## src/rtl/addr_walker.sv

```systemverilog
module addr_walker #(
  parameter int MAX_COLS   = 512,
  parameter int MAX_ROWS   = 512,
  parameter int LINE_BITS  = 2,
  parameter bit INCR_MODE  = 1'b1,
  parameter int ADDR_W     = $clog2(MAX_ROWS) + $clog2(MAX_COLS),
  parameter logic [ADDR_W-1:0] BASE_ADDR = '0,
  localparam int PW  = $clog2(MAX_COLS),
  localparam int CW  = PW + 1,
  localparam int RIW = $clog2(MAX_ROWS),
  localparam int RW  = RIW + 1,
  localparam int BW  = LINE_BITS + PW
) (
  input  logic              clk,
  input  logic              rst_n,
  input  logic              start,
  input  logic [CW-1:0]     cols,
  input  logic [RW-1:0]     rows,
  input  logic [1:0]        row_ofs,
  input  logic              out_ready,
  output logic              out_valid,
  output logic [ADDR_W-1:0] ext_addr,
  output logic [BW-1:0]     buf_addr,
  output logic              done
);
  localparam logic [ADDR_W-1:0] PITCH = ADDR_W'(1) << PW;

  logic           busy_q, done_q;
  logic [CW-1:0]  cols_q;
  logic [RIW-1:0] lastrow_q, row_q, eff_row;
  logic [PW-1:0]  col_q;
  logic [ADDR_W-1:0] rel;
  logic launch, fire, col_end, row_end, go_up, go_dn, size_ok;

  assign size_ok = (cols != '0) && (cols <= CW'(MAX_COLS)) &&
                   (rows != '0) && (rows <= RW'(MAX_ROWS));
  assign launch  = start && !busy_q && size_ok;
  assign fire    = busy_q && out_ready;
  assign col_end = {1'b0, col_q} == (cols_q - CW'(1));
  assign row_end = row_q == lastrow_q;
  assign go_dn   = (row_ofs == 2'b01) && !row_end;
  assign go_up   = (row_ofs == 2'b11) && (row_q != '0);
  assign eff_row = go_dn ? row_q + RIW'(1) : go_up ? row_q - RIW'(1) : row_q;

  always_ff @(posedge clk) begin
    if (!rst_n) begin
      busy_q    <= 1'b0;
      done_q    <= 1'b0;
      cols_q    <= '0;
      lastrow_q <= '0;
      row_q     <= '0;
      col_q     <= '0;
    end else begin
      done_q <= 1'b0;
      if (launch) begin
        busy_q    <= 1'b1;
        cols_q    <= cols;
        lastrow_q <= RIW'(rows - RW'(1));
        row_q     <= '0;
        col_q     <= '0;
      end else if (fire) begin
        if (col_end) begin
          col_q <= '0;
          if (row_end) begin
            busy_q <= 1'b0;
            done_q <= 1'b1;
          end else begin
            row_q <= row_q + RIW'(1);
          end
        end else begin
          col_q <= col_q + PW'(1);
        end
      end
    end
  end

  if (INCR_MODE) begin : g_incr
    logic [ADDR_W-1:0] rbase_q;
    always_ff @(posedge clk) begin
      if (!rst_n || launch)
        rbase_q <= '0;
      else if (fire && col_end && !row_end)
        rbase_q <= rbase_q + PITCH;
    end
    assign rel = go_dn ? rbase_q + PITCH : go_up ? rbase_q - PITCH : rbase_q;
  end else begin : g_shift
    assign rel = ADDR_W'(eff_row) << PW;
  end

  assign out_valid = busy_q;
  assign done      = done_q;
  assign ext_addr  = BASE_ADDR + rel + ADDR_W'(col_q);
  assign buf_addr  = {eff_row[LINE_BITS-1:0], col_q};
endmodule

```

## config.mk

```make
export PLATFORM = sky130hd
export DESIGN_NAME = addr_walker
export DESIGN_NICKNAME = d
export VERILOG_FILES = /design/src/rtl/addr_walker.sv
export SDC_FILE = /design/constraint.sdc
export NUM_CORES = 1
export LEC_CHECK = 0
export BUFFER_PORTS_ARGS = -buffer_cell sky130_fd_sc_hd__buf_2
export CORE_ASPECT_RATIO = 1.2
export CORE_MARGIN = 10
export CORE_UTILIZATION = 51
export CTS_CLUSTER_SIZE = 16
export DETAILED_ROUTE_END_ITERATION = 12
export PLACE_DENSITY = 0.84
export RECOVER_POWER = 50
export SETUP_SLACK_MARGIN = 0.5
export SYNTH_ARGS = -nofsm -noshare
export SYNTH_HDL_FRONTEND = slang
export SYNTH_SLANG_ARGS = --single-unit
```

## constraint.sdc

```tcl
create_clock -name clk -period 2.65 [get_ports clk]
set_input_delay 0.53 -clock clk [delete_from_list [all_inputs] [get_ports clk]]
set_output_delay 0.53 -clock clk [all_outputs]
set_load 0.005 [all_outputs]
```

# After elaboration in Yosys (flattened, before gate mapping)
# Cells that the tools add are included.
dict set report op_classes {
  add_sub_neg 8
  n_lt_le_gt_ge 2
  eq_ne 4
  muxes 10
  bitwise 4
  n_reduce_logical 24
}
# cell n
set ops {}
lappend ops {{two-way mux 18 bit} 2}
lappend ops {{<= comparator 10 bit (second input constant)} 2}
lappend ops {{nonzero test 10 bit} 2}
lappend ops {{adder 18 x 10 -> 18 bit (second input constant)} 1}
lappend ops {{adder 18 x 9 -> 18 bit} 1}
lappend ops {{adder 9 x 1 -> 9 bit (second input constant)} 2}
lappend ops {{subtractor 18 x 10 -> 18 bit (second input constant)} 1}
lappend ops {{== test 9 x 10 -> 1 bit} 1}
lappend ops {{logical AND 1 bit} 10}
lappend ops {{subtractor 10 x 1 -> 10 bit (second input constant)} 1}
lappend ops {{== test 9 bit} 1}
lappend ops {{two-way mux 9 bit} 1}
lappend ops {{nonzero test 9 bit} 1}
lappend ops {{subtractor 9 x 1 -> 9 bit (second input constant)} 1}
lappend ops {{AND reduction 3 bit} 2}
lappend ops {{nonzero test 2 bit} 3}
lappend ops {{two-way mux 1 bit} 5}
lappend ops {{two-way mux 2 bit} 2}
lappend ops {{inverter 1 bit} 4}
lappend ops {{OR reduction 4 bit} 1}
lappend ops {{logical NOT 1 bit} 3}
lappend ops {{== test 2 x 1 -> 1 bit (second input constant)} 1}
lappend ops {{== test 2 bit (second input constant)} 1}
lappend ops {{OR reduction 2 bit} 1}
lappend ops {{2 further kinds} 2}
dict set report word_totals {
  reg_bits 57
  in_bits 26
  out_inout_bits 31
  word_cells 59
}

# Logic depth before layout (Yosys ltp)
dict set report depth {
  word_depth 7
  mapped_depth 11
  mapped_depth_nobuf 9
}

# Worst setup path after synthesis
# OpenSTA, ideal clock, no wires.
dict set report synth_path {
  kind {reg2reg}
  startpoint {register cols_q[0]}
  endpoint {register g_incr.rbase_q[13]}
  setup_ns 0.069
  arrival_time_ns 2.457
  required_time_ns 2.581
  setup_slack_ns 0.124
  path_stages_with_launch 11
  path_buffers 1
  period_less_slack_ns 2.526
  cell_sequence {dfxtp_1 inv_1 ha_1 buf_2 nor2b_1 or3_1 a31oi_1 o211ai_4 nor3_4 or4b_1 o21ai_1}
}
dict set report synth_between {
  elab_chain_len 4
}
# element line_no
set synth_lines {}
lappend synth_lines {{start: declaration} 29} ;# logic [CW-1:0] cols_q;
lappend synth_lines {{start signal: assignment} 57} ;# cols_q <= cols;
lappend synth_lines {{subtractor 10 x 1 -> 10 bit} 39} ;# assign col_end = {1'b0, col_q} == (cols_q - CW'(1));
lappend synth_lines {{== test 9 x 10 -> 1 bit} 39}
lappend synth_lines {{logical AND 1 bit (2 in a row)} 82} ;# else if (fire && col_end && !row_end)
lappend synth_lines {{end signal: assignment} 83} ;# rbase_q <= rbase_q + PITCH;
lappend synth_lines {{end: declaration} 78} ;# logic [ADDR_W-1:0] rbase_q;
# Every way passes these cells.
# A chain may end at the register's enable or synchronous reset.

# Worst setup path after layout
dict set report layout_path {
  startpoint {register row_q[6]}
  endpoint {output port ext_addr[15]}
}
dict set report layout_between {
  elab_chain_len 5
  word_cells_on_any_way 8
  cone_classes {1 x add/sub; 1 x eq/ne; 2 x mux; 4 x reduce/logical}
}
# element line_no
set layout_lines {}
lappend layout_lines {{start: declaration} 30} ;# logic [RIW-1:0] lastrow_q, row_q, eff_row;
lappend layout_lines {{start signal: assignment} 68} ;# row_q <= row_q + RIW'(1);
lappend layout_lines {{nonzero test 9 bit / == test 9 bit (equally long branches)} {42, 40}}
lappend layout_lines {{logical AND 1 bit / logical NOT 1 bit (equally long branches)} {42, 41}}
lappend layout_lines {{two-way mux 18 bit / logical AND 1 bit (equally long branches)} {85, 41}}
lappend layout_lines {{two-way mux 18 bit *} 85} ;# assign rel = go_dn ? rbase_q + PITCH : go_up ? rbase_q - PITCH : rbase_q;
lappend layout_lines {{adder 18 x 9 -> 18 bit *} 92} ;# assign ext_addr = BASE_ADDR + rel + ADDR_W'(col_q);
lappend layout_lines {{end: declaration} 22} ;# output logic [ADDR_W-1:0] ext_addr,
# Every way passes the cells marked *; elsewhere a longest branch is shown, timed or not.

==> flow_metrics.env <==
export IMPL_wl_per_cell_um=18.3
export IMPL_final_cell_mix="buf_2, dfxtp_1, nand2_1, buf_4, nor2_1"
export IMPL_start_util_pct=52.9
export IMPL_clk_insertion_delay_late_ps=300
export IMPL_fin_crit_ps=2640
export IMPL_finClkSkew_ps=8.69
export IMPL_syn_nets=422
export IMPL_hold_viol=0
export IMPL_die_x_um=92.3
export IMPL_num_nets_final=504
export IMPL_placed_area_um2=3670
export IMPL_stdcell_area_um2=4290
export IMPL_wirelength_mm=10.1
export IMPL_area_growth_pct=34.0
export IMPL_grt_usage_pct=17.2
export IMPL_holdWs_ps=509
export IMPL_cts_htree_levels=2
export IMPL_post_route_cells_drive_above_1_share_pct=39.1
export IMPL_ys_flop_type="dfxtp_1"
export IMPL_worstSetupStartpointType="flop"
export IMPL_grt_max_degree=23
export IMPL_grt_first_pass_wirelength_mm=14.4
export IMPL_p_per_area_nw_per_um2=358
export IMPL_min_path_type="in2reg"
export IMPL_worstPathRequired_ps=2120
export IMPL_routabilityCongestion=0.820
export IMPL_portBuffers=56
export IMPL_fin_cells=552
export IMPL_crit_type="reg2out"
export IMPL_total_power_mw=1.54
export IMPL_cts_tree="yes"
export IMPL_die_h_um=107
export IMPL_holdPathStages=3
export IMPL_drc_errors=0
export IMPL_ir_drop_v=0.000237
export IMPL_pre_cts_ws_ps=193
export IMPL_ys_async_sr_fraction_pct=0
export IMPL_num_vias=3257
export IMPL_ant_nets=0
export IMPL_finalWorstSetupSlack_ps=13.0
export IMPL_rsz0062_at_grt="true"
export IMPL_status="finished, final reports clean"
export IMPL_grt_remaining_overflow=0
export IMPL_cts_root_buf="clkbuf_8"
export IMPL_synthCells=388
export IMPL_period_share_pct=99.5
export IMPL_endpoint_kind="primary output"
export IMPL_avgSynthCellArea_um2=8.25
export IMPL_ys_warnings_count=0
export IMPL_fp_coreArea_um2=6050
export IMPL_n_antenna_cell=0
export IMPL_path_clk_slew_ps=90
export IMPL_yosysSeqAreaShare_pct=30.0
export IMPL_cp_data_arrival_time_ps=2110
export IMPL_die_area_um2=9860
export IMPL_max_slew_worst_pin_slew_ps=562
export IMPL_reg2regPathDepth=10
export IMPL_max_cap_violations=0
export IMPL_layout_commonest_cell="buf_2"
export IMPL_dp_cells=509
export IMPL_drt_iter0_markers=267
export IMPL_cts_sinks=48
export IMPL_row_count=31
export IMPL_slew_headroom_pct=62.3
export IMPL_grt_antenna_before_repair=0
export IMPL_synth_edf_count=0
export IMPL_cts_buffers=5
export IMPL_setup_violations=0
export IMPL_clockBufferDepth=2
export IMPL_path_max_fanout=8
export IMPL_cts_hold_repair_buffers=0
export IMPL_leakage_nw=1.88
export IMPL_drv_slew=0
export IMPL_clock_fmax_mhz=379
export IMPL_vias_per_cell=5.90
export IMPL_ios=57
export IMPL_yosysUniqueCellTypes=52
export IMPL_ys_ff_latch=48
export IMPL_grt_pass1_vias=3085
export IMPL_first_pass_iters=5
export IMPL_synth_area_um2=3200
export IMPL_dp_hpwl_mm=6.11
power by group:
| part | leakage [nW] | switching (mW) | total (mW) | internal [mW] |
|---|---|---|---|---|
| clock | 0.0503 | 0.241 | 0.474 | 0.233 |
| sequential | 0.396 | 0.0189 | 0.748 | 0.729 |
| combinational | 1.44 | 0.171 | 0.314 | 0.143 |
flip-flops by register name, summed over array words and instances (netlist names):
register / count
cols_q: 10
col_q: 9
g_incr.rbase_q: 9
lastrow_q: 9
row_q: 9
done: 1
out_valid: 1
cells by family (layout without fill, tap and decap cells):
logic type	Yosys count	count (layout)	synth area share (%)
AND/OR/NAND/NOR	163	164	27.9
multiplexers	16	16	5.00
flip-flops	48	48	30.0
XOR/XNOR	45	45	12.3
buffers and inverters	42	123	6.29
AO/OA/AOI/OAI	66	66	15.4
adder cells (fa/ha/maj)	8	8	3.13
routing by layer:
| layer | up-vias | routed length (µm) | track usage, % |
|---|---|---|---|
| met4 | 0 | 427 | 8.06 |
| li1 | 1530 | - | - |
| met3 | 45 | 646 | 3.63 |
| met2 | 152 | 5060 | 29.8 |
| met5 | - | 0 | 0 |
| met1 | 1530 | 3980 | 19.5 |
synth_stat cells (2+ instances only):
cell type	count	area, µm²
o32ai_1	2	17.5
nand4_1	8	50.1
o211a_1	9	90.1
o21ai_1	5	25.0
nor4_1	9	56.3
a21boi_0	2	15.0
clkbuf_1	14	52.6
nor2b_1	14	87.6
buf_2	5	25.0
and3b_1	2	17.5
nor4b_1	3	26.3
o31ai_1	3	22.5
nand2_1	37	139
or4_1	3	22.5
mux2i_1	16	160
or3_1	6	37.5
nand2b_1	2	12.5
inv_1	13	48.8
nand3_1	15	75.1
o21ai_0	5	25.0
a211oi_1	2	15.0
o211ai_1	3	22.5
nor2_1	32	120
and3_1	9	56.3
xor2_1	22	193
ha_1	8	100
o21a_1	2	15.0
or4b_1	2	20.0
nor3_1	8	40.0
a21oi_1	19	95.1
xnor2_1	23	201
a31o_2	4	35.0
a31oi_1	3	18.8
nor3b_1	3	22.5
buf_4	10	75.1
and2_1	2	12.5
dfxtp_1	48	961
critical path, cell delays in order, from the launching register on:
cell and delay (ps):
dfxtp_4 360, xor2_1 150, nor4_1 290, nand4_1 210, and3b_2 350, a21oi_2 160, xnor2_1 140, buf_2 140
layout make-up:
class	count	area (µm²)
Tap cell	82	103
Multi-Input combinational cell	299	2400
Clock buffer	7	96.3
Sequential cell	48	990
Inverter	13	60.1
Timing Repair Buffer	103	637
Fill cell	460	1760
stage by stage:
| step | utilization, % | TNS, ps |
|---|---|---|
| final | 70.9 | 0 |
| after global routing | 70.9 | -1690 |
| after CTS | 67.4 | 0 |
| after detailed placement | 60.6 | 0 |
| after global placement | 60.6 | 0 |
| after floorplan | - | 0 |
final timing paths:
path / slack, ps / startpoint / to
setup reg to reg: 250 / cols_q[4] / row_q[4]
setup / recovery: 10 / row_q[6] / ext_addr[15]
hold reg to reg: 520 / lastrow_q[7] / lastrow_q[7]
hold / removal: 510 / cols[6] / cols_q[6]
repair_timing:
action / in CTS / in global routing
setup buffers: 19 / 14
endpoints found under the setup margin: 40 / 58
cloned: 2 / 1
pin swaps: 19 / 28
resized for setup: 42 / 50
Note: power is estimated with default switching activity, not from simulation.
